### src/rtl/nand_seq_pkg.sv
package nand_seq_pkg;

  typedef enum logic [1:0] {
    OP_WRITE   = 2'd0,
    OP_READ    = 2'd1,
    OP_WAITRDY = 2'd2,
    OP_RSVD    = 2'd3
  } op_mode_e;

  typedef enum logic [2:0] {
    ST_IDLE = 3'd0,
    ST_ASU  = 3'd1,
    ST_STRB = 3'd2,
    ST_HOLD = 3'd3,
    ST_WAIT = 3'd4,
    ST_FIN  = 3'd5
  } seq_state_e;

endpackage

### src/rtl/nand_phase_timer.sv
// Down counter for one bus phase. Loading N makes the phase last N cycles;
// loading 0 wraps to 2^W cycles, which gives the zero-means-maximum rule.
module nand_phase_timer #(
  parameter int W = 8
) (
  input  logic         clk,
  input  logic         rst_n,
  input  logic         load,
  input  logic [W-1:0] load_val,
  input  logic         tick_en,
  output logic         expired
);
  logic [W-1:0] cnt_q, cnt_d;

  always_comb begin
    cnt_d = cnt_q;
    if (load)
      cnt_d = load_val - W'(1);
    else if (tick_en && (cnt_q != '0))
      cnt_d = cnt_q - W'(1);
  end

  always_ff @(posedge clk or negedge rst_n) begin
    if (!rst_n) cnt_q <= '0;
    else        cnt_q <= cnt_d;
  end

  assign expired = (cnt_q == '0);
endmodule

### src/rtl/nand_rd_capture.sv
// Latches one read byte per strobe: on the delay block's sample pulse, or
// at the strobe's last low cycle when the delay block is off.
module nand_rd_capture #(
  parameter int DQ_W = 8
) (
  input  logic            clk,
  input  logic            rst_n,
  input  logic            in_window,
  input  logic            strb_last,
  input  logic            hold_last,
  input  logic            dly_en,
  input  logic            sample_strobe,
  input  logic [DQ_W-1:0] dq_in,
  output logic [DQ_W-1:0] rd_data,
  output logic            rd_valid
);
  logic            got_q, got_d;
  logic            cap;
  logic [DQ_W-1:0] data_q;
  logic            valid_q;

  always_comb begin
    if (dly_en)
      cap = !got_q && ((in_window && sample_strobe) || hold_last);
    else
      cap = !got_q && strb_last;
    got_d = got_q;
    if (hold_last)  got_d = 1'b0;
    else if (cap)   got_d = 1'b1;
  end

  always_ff @(posedge clk or negedge rst_n) begin
    if (!rst_n) begin
      got_q   <= 1'b0;
      valid_q <= 1'b0;
    end else begin
      got_q   <= got_d;
      valid_q <= cap;
    end
  end

  always_ff @(posedge clk or negedge rst_n) begin
    if (!rst_n)   data_q <= '0;
    else if (cap) data_q <= dq_in;
  end

  assign rd_data  = data_q;
  assign rd_valid = valid_q;

  assert_cap_window_R6: assert property (@(posedge clk) disable iff (!rst_n)
    rd_valid |-> $past(in_window))
    else $error("read byte returned outside a read window");
endmodule

### src/rtl/nand_ce_ctrl.sv
// Chip-enable decode with optional hold of the last chip after an operation.
module nand_ce_ctrl #(
  parameter int NUM_CS = 4,
  parameter int CS_W   = 2
) (
  input  logic              clk,
  input  logic              rst_n,
  input  logic              op_active,
  input  logic              op_end,
  input  logic              lock,
  input  logic [CS_W-1:0]   cs,
  output logic [NUM_CS-1:0] ce_n
);
  logic            held_q, held_d;
  logic [CS_W-1:0] held_cs_q, held_cs_d;
  logic            sel_en;
  logic [CS_W-1:0] sel_cs;

  always_comb begin
    held_d    = held_q;
    held_cs_d = held_cs_q;
    if (op_end) begin
      held_d    = lock;
      held_cs_d = cs;
    end
  end

  always_ff @(posedge clk or negedge rst_n) begin
    if (!rst_n) begin
      held_q    <= 1'b0;
      held_cs_q <= '0;
    end else begin
      held_q    <= held_d;
      held_cs_q <= held_cs_d;
    end
  end

  assign sel_en = op_active || held_q;
  assign sel_cs = op_active ? cs : held_cs_q;

  for (genvar g = 0; g < NUM_CS; g++) begin : g_ce
    assign ce_n[g] = !(sel_en && (sel_cs == CS_W'(g)));
  end
endmodule

### src/rtl/nand_strobe_seq.sv
module nand_strobe_seq
  import nand_seq_pkg::*;
#(
  parameter int NUM_CS = 4,
  parameter int CNT_W  = 12,
  parameter int TIME_W = 8,
  parameter int LIM_W  = 16,
  localparam int CS_W  = (NUM_CS > 1) ? $clog2(NUM_CS) : 1
) (
  input  logic              clk,
  input  logic              rst_n,
  input  logic              cmd_start,
  input  logic [1:0]        cmd_mode,
  input  logic              cmd_cle,
  input  logic [CS_W-1:0]   cmd_cs,
  input  logic              cmd_lock,
  input  logic [CNT_W-1:0]  cmd_count,
  input  logic [TIME_W-1:0] cfg_addr_setup,
  input  logic [TIME_W-1:0] cfg_data_setup,
  input  logic [TIME_W-1:0] cfg_data_hold,
  input  logic [LIM_W-1:0]  cfg_busy_limit,
  input  logic              cfg_dly_en,
  output logic              seq_idle,
  output logic              op_done,
  output logic              op_timeout,
  input  logic [7:0]        wr_data,
  output logic              wr_next,
  output logic [7:0]        rd_data,
  output logic              rd_valid,
  input  logic              sample_strobe,
  output logic [NUM_CS-1:0] nand_ce_n,
  output logic              nand_cle,
  output logic              nand_ale,
  output logic              nand_we_n,
  output logic              nand_re_n,
  output logic [7:0]        nand_dq_out,
  output logic              nand_dq_oe,
  input  logic [7:0]        nand_dq_in,
  input  logic [NUM_CS-1:0] nand_rb_n
);
  seq_state_e        state_q, state_d;
  op_mode_e          mode_q;
  logic              cle_q, lock_q;
  logic [CS_W-1:0]   cs_q;
  logic [TIME_W-1:0] as_q, ds_q, dh_q;
  logic [LIM_W-1:0]  limit_q;
  logic [CNT_W-1:0]  left_q, left_d;
  logic              first_q, first_d;
  logic [LIM_W-1:0]  wait_q, wait_d;
  logic              to_q, to_d;

  logic              accept;
  logic              tmr_load;
  logic [TIME_W-1:0] tmr_val;
  logic              tmr_exp;
  logic              in_byte, is_wr, is_rd, rb_sel;

  assign accept = (state_q == ST_IDLE) && cmd_start && (op_mode_e'(cmd_mode) != OP_RSVD);
  assign rb_sel = nand_rb_n[cs_q];

  // next-state logic
  always_comb begin
    state_d  = state_q;
    left_d   = left_q;
    first_d  = first_q;
    wait_d   = wait_q;
    to_d     = to_q;
    tmr_load = 1'b0;
    tmr_val  = '0;
    unique case (state_q)
      ST_IDLE: begin
        if (accept) begin
          left_d  = cmd_count;
          first_d = 1'b1;
          wait_d  = '0;
          to_d    = 1'b0;
          if (op_mode_e'(cmd_mode) == OP_WAITRDY) begin
            state_d = ST_WAIT;
          end else if (cmd_count == '0) begin
            state_d = ST_FIN;
          end else if (cfg_addr_setup != '0) begin
            state_d  = ST_ASU;
            tmr_load = 1'b1;
            tmr_val  = cfg_addr_setup;
          end else begin
            state_d  = ST_STRB;
            tmr_load = 1'b1;
            tmr_val  = cfg_data_setup;
          end
        end
      end
      ST_ASU: begin
        if (tmr_exp) begin
          state_d  = ST_STRB;
          tmr_load = 1'b1;
          tmr_val  = ds_q;
        end
      end
      ST_STRB: begin
        if (tmr_exp) begin
          state_d  = ST_HOLD;
          tmr_load = 1'b1;
          tmr_val  = dh_q;
        end
      end
      ST_HOLD: begin
        if (tmr_exp) begin
          left_d  = left_q - CNT_W'(1);
          first_d = 1'b0;
          if (left_q == CNT_W'(1)) begin
            state_d = ST_FIN;
          end else if (as_q != '0) begin
            state_d  = ST_ASU;
            tmr_load = 1'b1;
            tmr_val  = as_q;
          end else begin
            state_d  = ST_STRB;
            tmr_load = 1'b1;
            tmr_val  = ds_q;
          end
        end
      end
      ST_WAIT: begin
        if (rb_sel) begin
          state_d = ST_FIN;
        end else if (wait_q == limit_q) begin
          to_d    = 1'b1;
          state_d = ST_FIN;
        end else begin
          wait_d = wait_q + LIM_W'(1);
        end
      end
      ST_FIN:  state_d = ST_IDLE;
      default: state_d = ST_IDLE;
    endcase
  end

  // sequencing registers
  always_ff @(posedge clk or negedge rst_n) begin
    if (!rst_n) begin
      state_q <= ST_IDLE;
      left_q  <= '0;
      first_q <= 1'b0;
      wait_q  <= '0;
      to_q    <= 1'b0;
    end else begin
      state_q <= state_d;
      left_q  <= left_d;
      first_q <= first_d;
      wait_q  <= wait_d;
      to_q    <= to_d;
    end
  end

  // command fields, enabled by acceptance
  always_ff @(posedge clk or negedge rst_n) begin
    if (!rst_n) begin
      mode_q  <= OP_WRITE;
      cle_q   <= 1'b0;
      lock_q  <= 1'b0;
      cs_q    <= '0;
      as_q    <= '0;
      ds_q    <= '0;
      dh_q    <= '0;
      limit_q <= '0;
    end else if (accept) begin
      mode_q  <= op_mode_e'(cmd_mode);
      cle_q   <= cmd_cle;
      lock_q  <= cmd_lock;
      cs_q    <= cmd_cs;
      as_q    <= cfg_addr_setup;
      ds_q    <= cfg_data_setup;
      dh_q    <= cfg_data_hold;
      limit_q <= cfg_busy_limit;
    end
  end

  assign in_byte = (state_q == ST_ASU) || (state_q == ST_STRB) || (state_q == ST_HOLD);
  assign is_wr   = (mode_q == OP_WRITE);
  assign is_rd   = (mode_q == OP_READ);

  nand_phase_timer #(.W(TIME_W)) u_timer (
    .clk      (clk),
    .rst_n    (rst_n),
    .load     (tmr_load),
    .load_val (tmr_val),
    .tick_en  (in_byte),
    .expired  (tmr_exp)
  );

  nand_rd_capture #(.DQ_W(8)) u_capture (
    .clk           (clk),
    .rst_n         (rst_n),
    .in_window     (is_rd && ((state_q == ST_STRB) || (state_q == ST_HOLD))),
    .strb_last     (is_rd && (state_q == ST_STRB) && tmr_exp),
    .hold_last     (is_rd && (state_q == ST_HOLD) && tmr_exp),
    .dly_en        (cfg_dly_en),
    .sample_strobe (sample_strobe),
    .dq_in         (nand_dq_in),
    .rd_data       (rd_data),
    .rd_valid      (rd_valid)
  );

  nand_ce_ctrl #(.NUM_CS(NUM_CS), .CS_W(CS_W)) u_ce (
    .clk       (clk),
    .rst_n     (rst_n),
    .op_active (state_q != ST_IDLE),
    .op_end    (state_q == ST_FIN),
    .lock      (lock_q),
    .cs        (cs_q),
    .ce_n      (nand_ce_n)
  );

  assign nand_we_n   = !((state_q == ST_STRB) && is_wr);
  assign nand_re_n   = !((state_q == ST_STRB) && is_rd);
  assign nand_cle    = in_byte && cle_q && first_q;
  assign nand_ale    = in_byte && cle_q && !first_q;
  assign nand_dq_oe  = in_byte && is_wr;
  assign nand_dq_out = nand_dq_oe ? wr_data : 8'h00;
  assign wr_next     = is_wr && (state_q == ST_HOLD) && tmr_exp;
  assign seq_idle    = (state_q == ST_IDLE);
  assign op_done     = (state_q == ST_FIN);
  assign op_timeout  = (state_q == ST_FIN) && to_q;

  assert_strobe_excl_R12: assert property (@(posedge clk) disable iff (!rst_n)
    !(!nand_we_n && !nand_re_n))
    else $error("write and read strobes low together");
  assert_latch_excl_R12: assert property (@(posedge clk) disable iff (!rst_n)
    !(nand_cle && nand_ale))
    else $error("CLE and ALE high together");
  assert_ce_single_R12: assert property (@(posedge clk) disable iff (!rst_n)
    $onehot0(~nand_ce_n))
    else $error("more than one chip enabled");
  assert_idle_quiet_R1: assert property (@(posedge clk) disable iff (!rst_n)
    seq_idle |-> (nand_we_n && nand_re_n && !nand_dq_oe))
    else $error("strobe or drive while idle");
  assert_timeout_done_R10: assert property (@(posedge clk) disable iff (!rst_n)
    op_timeout |-> op_done)
    else $error("timeout without done");
  assert_done_pulse_R9: assert property (@(posedge clk) disable iff (!rst_n)
    op_done |=> !op_done)
    else $error("done longer than one cycle");
  assert_we_drive_R3: assert property (@(posedge clk) disable iff (!rst_n)
    !nand_we_n |-> nand_dq_oe)
    else $error("write strobe with bus not driven");
endmodule

### config.mk
export PLATFORM = sky130hd
export DESIGN_NAME = nand_strobe_seq
export DESIGN_NICKNAME = d
export VERILOG_FILES = /design/src/rtl/nand_seq_pkg.sv /design/src/rtl/nand_phase_timer.sv /design/src/rtl/nand_rd_capture.sv /design/src/rtl/nand_ce_ctrl.sv /design/src/rtl/nand_strobe_seq.sv
export SDC_FILE = /design/constraint.sdc
export NUM_CORES = 1
export LEC_CHECK = 0
export BUFFER_PORTS_ARGS = -buffer_cell sky130_fd_sc_hd__buf_2
export CORE_MARGIN = 2
export CORE_UTILIZATION = 40
export DETAILED_ROUTE_END_ITERATION = 7
export PLACE_DENSITY = 0.74
export SYNTH_ARGS = -nofsm -noshare
export SYNTH_HDL_FRONTEND = slang
export SYNTH_SLANG_ARGS = --single-unit
### constraint.sdc
create_clock -name clk -period 2.6 [get_ports clk]
set_clock_uncertainty 0.15 [all_clocks]
set_input_delay 0.52 -clock clk [delete_from_list [all_inputs] [get_ports clk]]
set_output_delay 0.52 -clock clk [all_outputs]
set_load 0.02 [all_outputs]
==> impl_metrics.yaml, run 1 <==
synth:
  synthesis.area_per_instance_sq_um: 8.631
  synth-async-reset-ratio_pct: 100.0
  postSynthRegisterBits: 100
  synthCells: 638
  postSynthNetCount: 725
  netlist_area_sq_um: 5507
  synth_top_area_cell: "sky130_fd_sc_hd__dfrtp_1"
  synthDominantCellAreaShare_pct: 45.44
  postSynth.topFlopCell: "sky130_fd_sc_hd__dfrtp_1"
  ys_top_cells_by_area: "sky130_fd_sc_hd__dfrtp_1 (45%), sky130_fd_sc_hd__nand2_1 (11%), sky130_fd_sc_hd__xor2_1 (4.3%)"
  synth_seq_area_share_pct: 45.44
  synth_edf_count: 0
  synth_warnings: 0
  yosysUniqueCellTypes: 60
floorplan:
  pin_count: 113
  core_sq_um: 13350
  floorplan.die.height_um: 121.3
  die_outline_area_sq_um: 14720
  start_util_pct: 41.25
  die_x_um: 121.3
  fp-row-count: 42
drt:
  drc: 0
  firstDrtPassIters: 4
  routed-via-count: 5207
  drt-vias-per-instance: 5.302
  drt.antenna.violating_nets: 0
  avgRoutedWirePerCell_um: 14.72
  totalWireLength_um: 14450
  initialDrtViolationCount: 322
cts:
  tritoncts: "built"
  ctsRootBufferMaster: "sky130_fd_sc_hd__clkbuf_16"
  clock_tree.buffer_depth: 2
  clock_sinks: 100
  clk_pin_slew_worst_paths_ns: 0.07
  numCtsBuffers: 9
  clock_insertion_delay_worst_skew_ns: 0.35
  number_of_levels_in_the_clock_h_tree: 3
timing:
  post-route-period-util_pct: 98.61
  post_layout_min_period_ns: 2.564
  rsz0062_at_grt: "true"
  tightest_slew_ns: 0.6569
  setup-violations-final: 0
  achievable-frequency_mhz: 390.0
  final_max_slew_viol_count: 0
  fin_tns_setup_ns: 0
  timing.max_slew.rel_slack_pct: 56.21
  report.final.hold_viol_count: 0
global_route:
  global_route.peak_usage_layer: "met2"
  grt_antenna_before_repair: 0
  gr-usage-all-layers_pct: 20.27
  grt.met2_usage_pct: 35.36
  grt_ovf: 0
  grt_pass1_wl_um: 23670
  grt_start_max_net_pins: 63
  grt_use_met1_pct: 25.26
  grt_use_met3_pct: 4.699
  first_global_vias: 4958
flow_run:
  max-cap-violations: 0
setup_path:
  critPathRequiredTime_ns: 2.70
  crit_path_start_kind: "flop"
  critical_path.max_stage_delay_ns: 0.38
  startpoint: "left_q[0]$_DFFE_PN0P_"
  path_buf_inv: 0
  crit_path_dat_ns: 2.66
  timing.setup.critical_path_class: "flop to flop"
  critical-path-slowest-cell: "sky130_fd_sc_hd__dfrtp_1"
  crit_path_end_kind: "flop"
  crit_family: "compound AO/OA/AOI/OAI gates"
  crit_path_max_fanout: 5
  worstPathCellList: "ha_1 > nor3b_1 > and4_2 > o22a_4 > a221oi_4 > nand3_2 > nor4_4 > o21ai_1 > a211o_1"
  regToRegStartpoint: "left_q[0]$_DFFE_PN0P_"
pwr:
  vdd_drop_max_v: 0.0005034
  power_per_cell_area_nw_per_um2: 973.5
  report.power.total_mw: 6.888
  lkg_pwr_nw: 3.568
placed_design:
  detailed_place_hpwl_um: 10760
  io_buffer_count: 112
  finalWeightedCongestion: 0.9060
layout:
  fin_nets: 888
  area_delta_synth_final_pct: 28.49
  drive_above_1_share_pct: 29.03
  n_antenna_cell: 0
worst_hold_path:
  min_path_type: "primary input to flop"
  min-delay-start: "cfg_busy_limit[5]"
run_status:
  status: "completed"
==> final timing paths <==
kind / end / cells past startpoint / slack [ns]
hold reg to reg: lock_q$_DFFE_PN0N_ / 2 / 0.33
hold / removal: limit_q[5]$_DFFE_PN0N_ / 3 / 0.20
setup / recovery: u_timer.cnt_q[7]$_DFFE_PN0P_ / 9 / 0.04
max in group asynchronous: left_q[1]$_DFFE_PN0P_ / 3 / 1.18
setup reg to reg: u_timer.cnt_q[7]$_DFFE_PN0P_ / 9 / 0.04
min in group asynchronous: left_q[5]$_DFFE_PN0P_ / 2 / 0.50
==> power breakdown <==
part / switching (mW) / internal, mW
Combinational: 1.66 / 1.32
Clock: 0.602 / 0.679
Sequential: 0.518 / 2.11
Total: 2.78 / 4.10
==> synth_stat cells (3+ instances only) <==
master                     instances
sky130_fd_sc_hd__o32ai_1           7
sky130_fd_sc_hd__a31oi_1           9
sky130_fd_sc_hd__nand2_1         168
sky130_fd_sc_hd__a21oi_1          25
sky130_fd_sc_hd__o22ai_1           4
sky130_fd_sc_hd__nor3_1           17
sky130_fd_sc_hd__o21ai_1           4
sky130_fd_sc_hd__ha_1              4
sky130_fd_sc_hd__clkbuf_1         24
sky130_fd_sc_hd__xor2_1           27
sky130_fd_sc_hd__inv_1            19
sky130_fd_sc_hd__nor2_1           48
sky130_fd_sc_hd__o31ai_1           3
sky130_fd_sc_hd__mux2_1            7
sky130_fd_sc_hd__and2_1            3
sky130_fd_sc_hd__o21ai_0          26
sky130_fd_sc_hd__a22oi_1          11
sky130_fd_sc_hd__a21o_1            5
sky130_fd_sc_hd__nand3_1          21
sky130_fd_sc_hd__nor4_1           13
sky130_fd_sc_hd__a41oi_1           6
sky130_fd_sc_hd__nand2b_1          3
sky130_fd_sc_hd__xnor2_1           6
sky130_fd_sc_hd__nor4_4            3
sky130_fd_sc_hd__or3_1             3
sky130_fd_sc_hd__nand4_1           5
sky130_fd_sc_hd__nor3b_1           3
sky130_fd_sc_hd__buf_2             5
sky130_fd_sc_hd__dfrtp_1         100
sky130_fd_sc_hd__and3_1           19
==> layer usage <==
layer  share of wire, %  vias to the layer above
met2                 50                      141
li1                   -                     2556
met3                5.0                       19
met4                1.7                        0
met1                 43                     2491
met5                  0                        -
==> metrics by stage <==
step | instances | instance area (sq um) | worst slack [ns] | hold slack (ns) | util [%]
2_1_floorplan | 638 | 5509 | 0.02745 | 0.07441 | -
3_3_place_gp | 961 | 6681 | -0.3047 | 0.3089 | 50.06
3_5_place_dp | 961 | 6681 | -0.4621 | 0.3169 | 50.06
4_1_cts | 979 | 6995 | -0.05439 | 0.1951 | 52.41
5_1_grt | 982 | 7076 | -0.1393 | 0.2109 | 53.01
6_report | 982 | 7076 | 0.03605 | 0.2019 | 53.01
==> cell type report <==
cell class                      instances  area, sq um
Clock inverter                          5        35.03
Timing Repair Buffer                  184         1132
Clock buffer                           11        242.7
Tap cell                              176        220.2
Multi-Input combinational cell        487         2869
Sequential cell                       100         2505
Fill cell                            1264         6272
Inverter                               19        71.32
==> kinds of logic (layout without fill, tap and decap cells) <==
group                    after synthesis  count (layout)  synth area share, %
AND/OR/NAND/NOR                      320             320                27.36
AO/OA/AOI/OAI                        120             120                15.13
flip-flops                           100             100                45.44
buffers and inverters                 51             219                3.658
XOR/XNOR                              33              33                5.249
multiplexers                          10              10                2.250
adder cells (fa/ha/maj)                4               4               0.9089
==> worst register-to-register path: cells and delay by family (launching register included) <==
| family | cells | cell delay [ns] |
|---|---|---|
| simple gates | 4 | 0.76 |
| compound gates | 4 | 0.98 |
| fa+ha+maj | 1 | 0.19 |
| flops | 1 | 0.38 |
==> state kept, by name (all words and copies together), names as in the netlist, 2 cells and up <==
name	flops
limit_q	16
wait_q	16
left_q	12
as_q	8
dh_q	8
ds_q	8
u_capture.rd_data	8
u_timer.cnt_q	8
state_q	3
cs_q	2
mode_q	2
u_ce.held_cs_q	2
==> timing repair <==
action / 4_1_cts / 5_1_grt
hold endpoints to repair: 25 / 0
buffers inserted: 1 / 3
endpoints found under the setup margin: 5 / 13
hold buffers: 1 / 0
pin swaps: 1 / 3
resized for setup: 8 / 14
cloned: 0 / 0
==> layout by cell type (no fill, tap or decap), types with 19 or more instances in the layout <==
| master | n |
|---|---|
| sky130_fd_sc_hd__a21oi_1 | 25 |
| sky130_fd_sc_hd__o21ai_0 | 25 |
| sky130_fd_sc_hd__buf_2 | 110 |
| sky130_fd_sc_hd__xor2_1 | 27 |
| sky130_fd_sc_hd__buf_4 | 69 |
| sky130_fd_sc_hd__nand2_1 | 167 |
| sky130_fd_sc_hd__dfrtp_1 | 98 |
| sky130_fd_sc_hd__nor2_1 | 48 |
| sky130_fd_sc_hd__inv_1 | 19 |
| sky130_fd_sc_hd__nand3_1 | 19 |
Note: power is estimated with default switching activity, not from simulation.
==> run 2: changes to the inputs <==
CORE_ASPECT_RATIO = 0.5   (was not set)
PLACE_DENSITY = 0.71   (was 0.74)
clock period = 3.2 ns   (was 2.6 ns; I/O delays follow)
==> impl_metrics.yaml, run 2 (synthesis results as in run 1) <==
layout:
  regs_by_ff_count: "limit_q: 16 flops, wait_q: 16 flops, left_q: 12 flops"
  design_area_sq_um: 6670
  fin_nets: 838
  n_antenna_cell: 0
  layout_commonest_cell: "sky130_fd_sc_hd__nand2_1"
  mostFrequentLayoutCells: "sky130_fd_sc_hd__nand2_1 (168), sky130_fd_sc_hd__buf_2 (111), sky130_fd_sc_hd__dfrtp_1 (100), sky130_fd_sc_hd__nor2_1 (48), sky130_fd_sc_hd__xor2_1 (27)"
  area_delta_synth_final_pct: 21.13
  drive_above_1_share_pct: 22.35
floorplan:
  floorplan.die.height_um: 86.97
  die_outline_area_sq_um: 14780
  pin_count: 113
  start_util_pct: 40.75
  fp-row-count: 30
  core_sq_um: 13510
  die_x_um: 169.9
pwr:
  power_switching_mw: 2.196
  lkg_pwr_nw: 3.342
  power.internal_mw: 3.263
  power_per_cell_area_nw_per_um2: 818.3
  seq_power_share_pct: 39.9
  vdd_drop_max_v: 0.0002909
  part_of_the_power_in_the_clock_network_pct: 21.9
  power.switching_fraction_pct: 40.22
  combinationalPowerShare_pct: 38.3
cts:
  number_of_levels_in_the_clock_h_tree: 3
  clock_insertion_delay_worst_skew_ns: 0.35
  clk_pin_slew_worst_paths_ns: 0.07
  tritoncts: "built"
  numCtsBuffers: 9
  clock_sinks: 100
  ctsRootBufferMaster: "sky130_fd_sc_hd__clkbuf_16"
  post_cts_buffers: 0
  post_cts_resized: 0
  clock_tree.buffer_depth: 2
  ctsHoldBuffers: 0
drt:
  drt-vias-per-instance: 5.339
  firstDrtPassIters: 5
  initialDrtViolationCount: 457
  totalWireLength_um: 14030
  avgRoutedWirePerCell_um: 15.05
  routed-via-count: 4976
  drc: 0
  drt.antenna.violating_nets: 0
setup_path:
  critPathRequiredTime_ns: 3.28
  crit_path_dat_ns: 2.93
  crit_path_max_fanout: 9
  timing.setup.critical_path_class: "primary input to flop"
  crit_path_start_kind: "primary input"
  crit_path_end_kind: "flop"
placed_design:
  io_buffer_count: 112
  detailed_place_hpwl_um: 10230
  cell_area_after_placement_sq_um: 6344
  finalWeightedCongestion: 0.9115
timing:
  post-route-period-util_pct: 88.99
  timing.max_slew.rel_slack_pct: 51.07
  rsz0062_at_grt: "false"
  achievable-frequency_mhz: 351.1
  setup-violations-final: 0
  post_layout_min_period_ns: 2.848
  fin_tns_setup_ns: 0
  tightest_slew_ns: 0.7340
  final_max_slew_viol_count: 0
  report.final.hold_viol_count: 0
global_route:
  first_global_vias: 4762
  grt_start_max_net_pins: 62
  grt_ovf: 0
  grt_antenna_before_repair: 0
  grt_pass1_wl_um: 23280
  gr-usage-all-layers_pct: 19.87
run_status:
  status: "completed"
flow_run:
  max-cap-violations: 0
worst_hold_path:
  min_path_type: "primary input to async pin"
## run 2: worst paths after layout
check                                           start                          endpoint  slack [ns]  depth (start not counted)
worst max-delay path                     cmd_count[7]      u_timer.cnt_q[7]$_DFFE_PN0P_        0.35                         12
worst min register to register     lock_q$_DFFE_PN0N_                lock_q$_DFFE_PN0N_        0.32                          2
worst max register to register  left_q[5]$_DFFE_PN0P_      u_timer.cnt_q[4]$_DFFE_PN0P_        0.45                          9
min in group clk                   lock_q$_DFFE_PN0N_                lock_q$_DFFE_PN0N_        0.32                          2
worst min-delay path                            rst_n  u_capture.rd_data[6]$_DFFE_PN0P_        0.15                          1
max in group asynchronous                       rst_n      u_timer.cnt_q[4]$_DFFE_PN0P_        2.02                          2
## run 2: power groups by stage
stage | combinational (mW) | clock (mW) | sequential [mW]
6_report | 2.09 | 1.19 | 2.18
5_1_grt | 2.34 | 1.27 | 2.24
4_1_cts | 2.08 | 1.23 | 2.17
3_5_place_dp | 2.07 | 0 | 2.19
3_3_place_gp | 2.02 | 0 | 2.18
2_1_floorplan | 1.55 | 0 | 2.04
## run 2: per-layer routing
metal  global-route usage, %  routed length (um)  up-vias  share of wire, %
met5                       0                   0        -                 0
met4                   6.760                 245        0               1.7
met3                   4.044                 605       22               4.3
met2                   32.17                6571      125                47
met1                   26.96                6604     2376                47
li1                        -                   -     2453                 -
## run 2: stage by stage
step	setup slack [ns]	std cells	util, %	hold WS (ns)	power [mW]
2_1_floorplan	0.4736	638	-	0.1944	3.586
3_3_place_gp	0.1278	916	46.94	0.3076	4.196
3_5_place_dp	0.02290	916	46.94	0.3131	4.255
4_1_cts	0.3433	932	49.36	0.1712	5.477
5_1_grt	0.1465	932	49.36	0.1914	5.860
6_report	0.3522	932	49.36	0.1529	5.458
## run 2: worst max-delay path, cell delays in order
cell                      delay, ns
sky130_fd_sc_hd__buf_2         0.10
sky130_fd_sc_hd__nor4_1        0.40
sky130_fd_sc_hd__buf_4         0.18
sky130_fd_sc_hd__and3_1        0.17
sky130_fd_sc_hd__buf_4         0.18
sky130_fd_sc_hd__buf_4         0.17
sky130_fd_sc_hd__o22ai_4       0.11
sky130_fd_sc_hd__nor3_1        0.19
sky130_fd_sc_hd__a21oi_2       0.08
sky130_fd_sc_hd__nor4_4        0.32
sky130_fd_sc_hd__o21ai_1       0.09
sky130_fd_sc_hd__a211o_1       0.29
## run 2: area by class of cell
type	count	area (sq um)
well taps	176	220.2
fillers	1314	6843
flip-flops and latches	100	2502
clock inverters	4	80.08
clock buffers	12	246.5
multi-input cells	487	2809
repair buffers	134	740.7
inverters	19	71.32
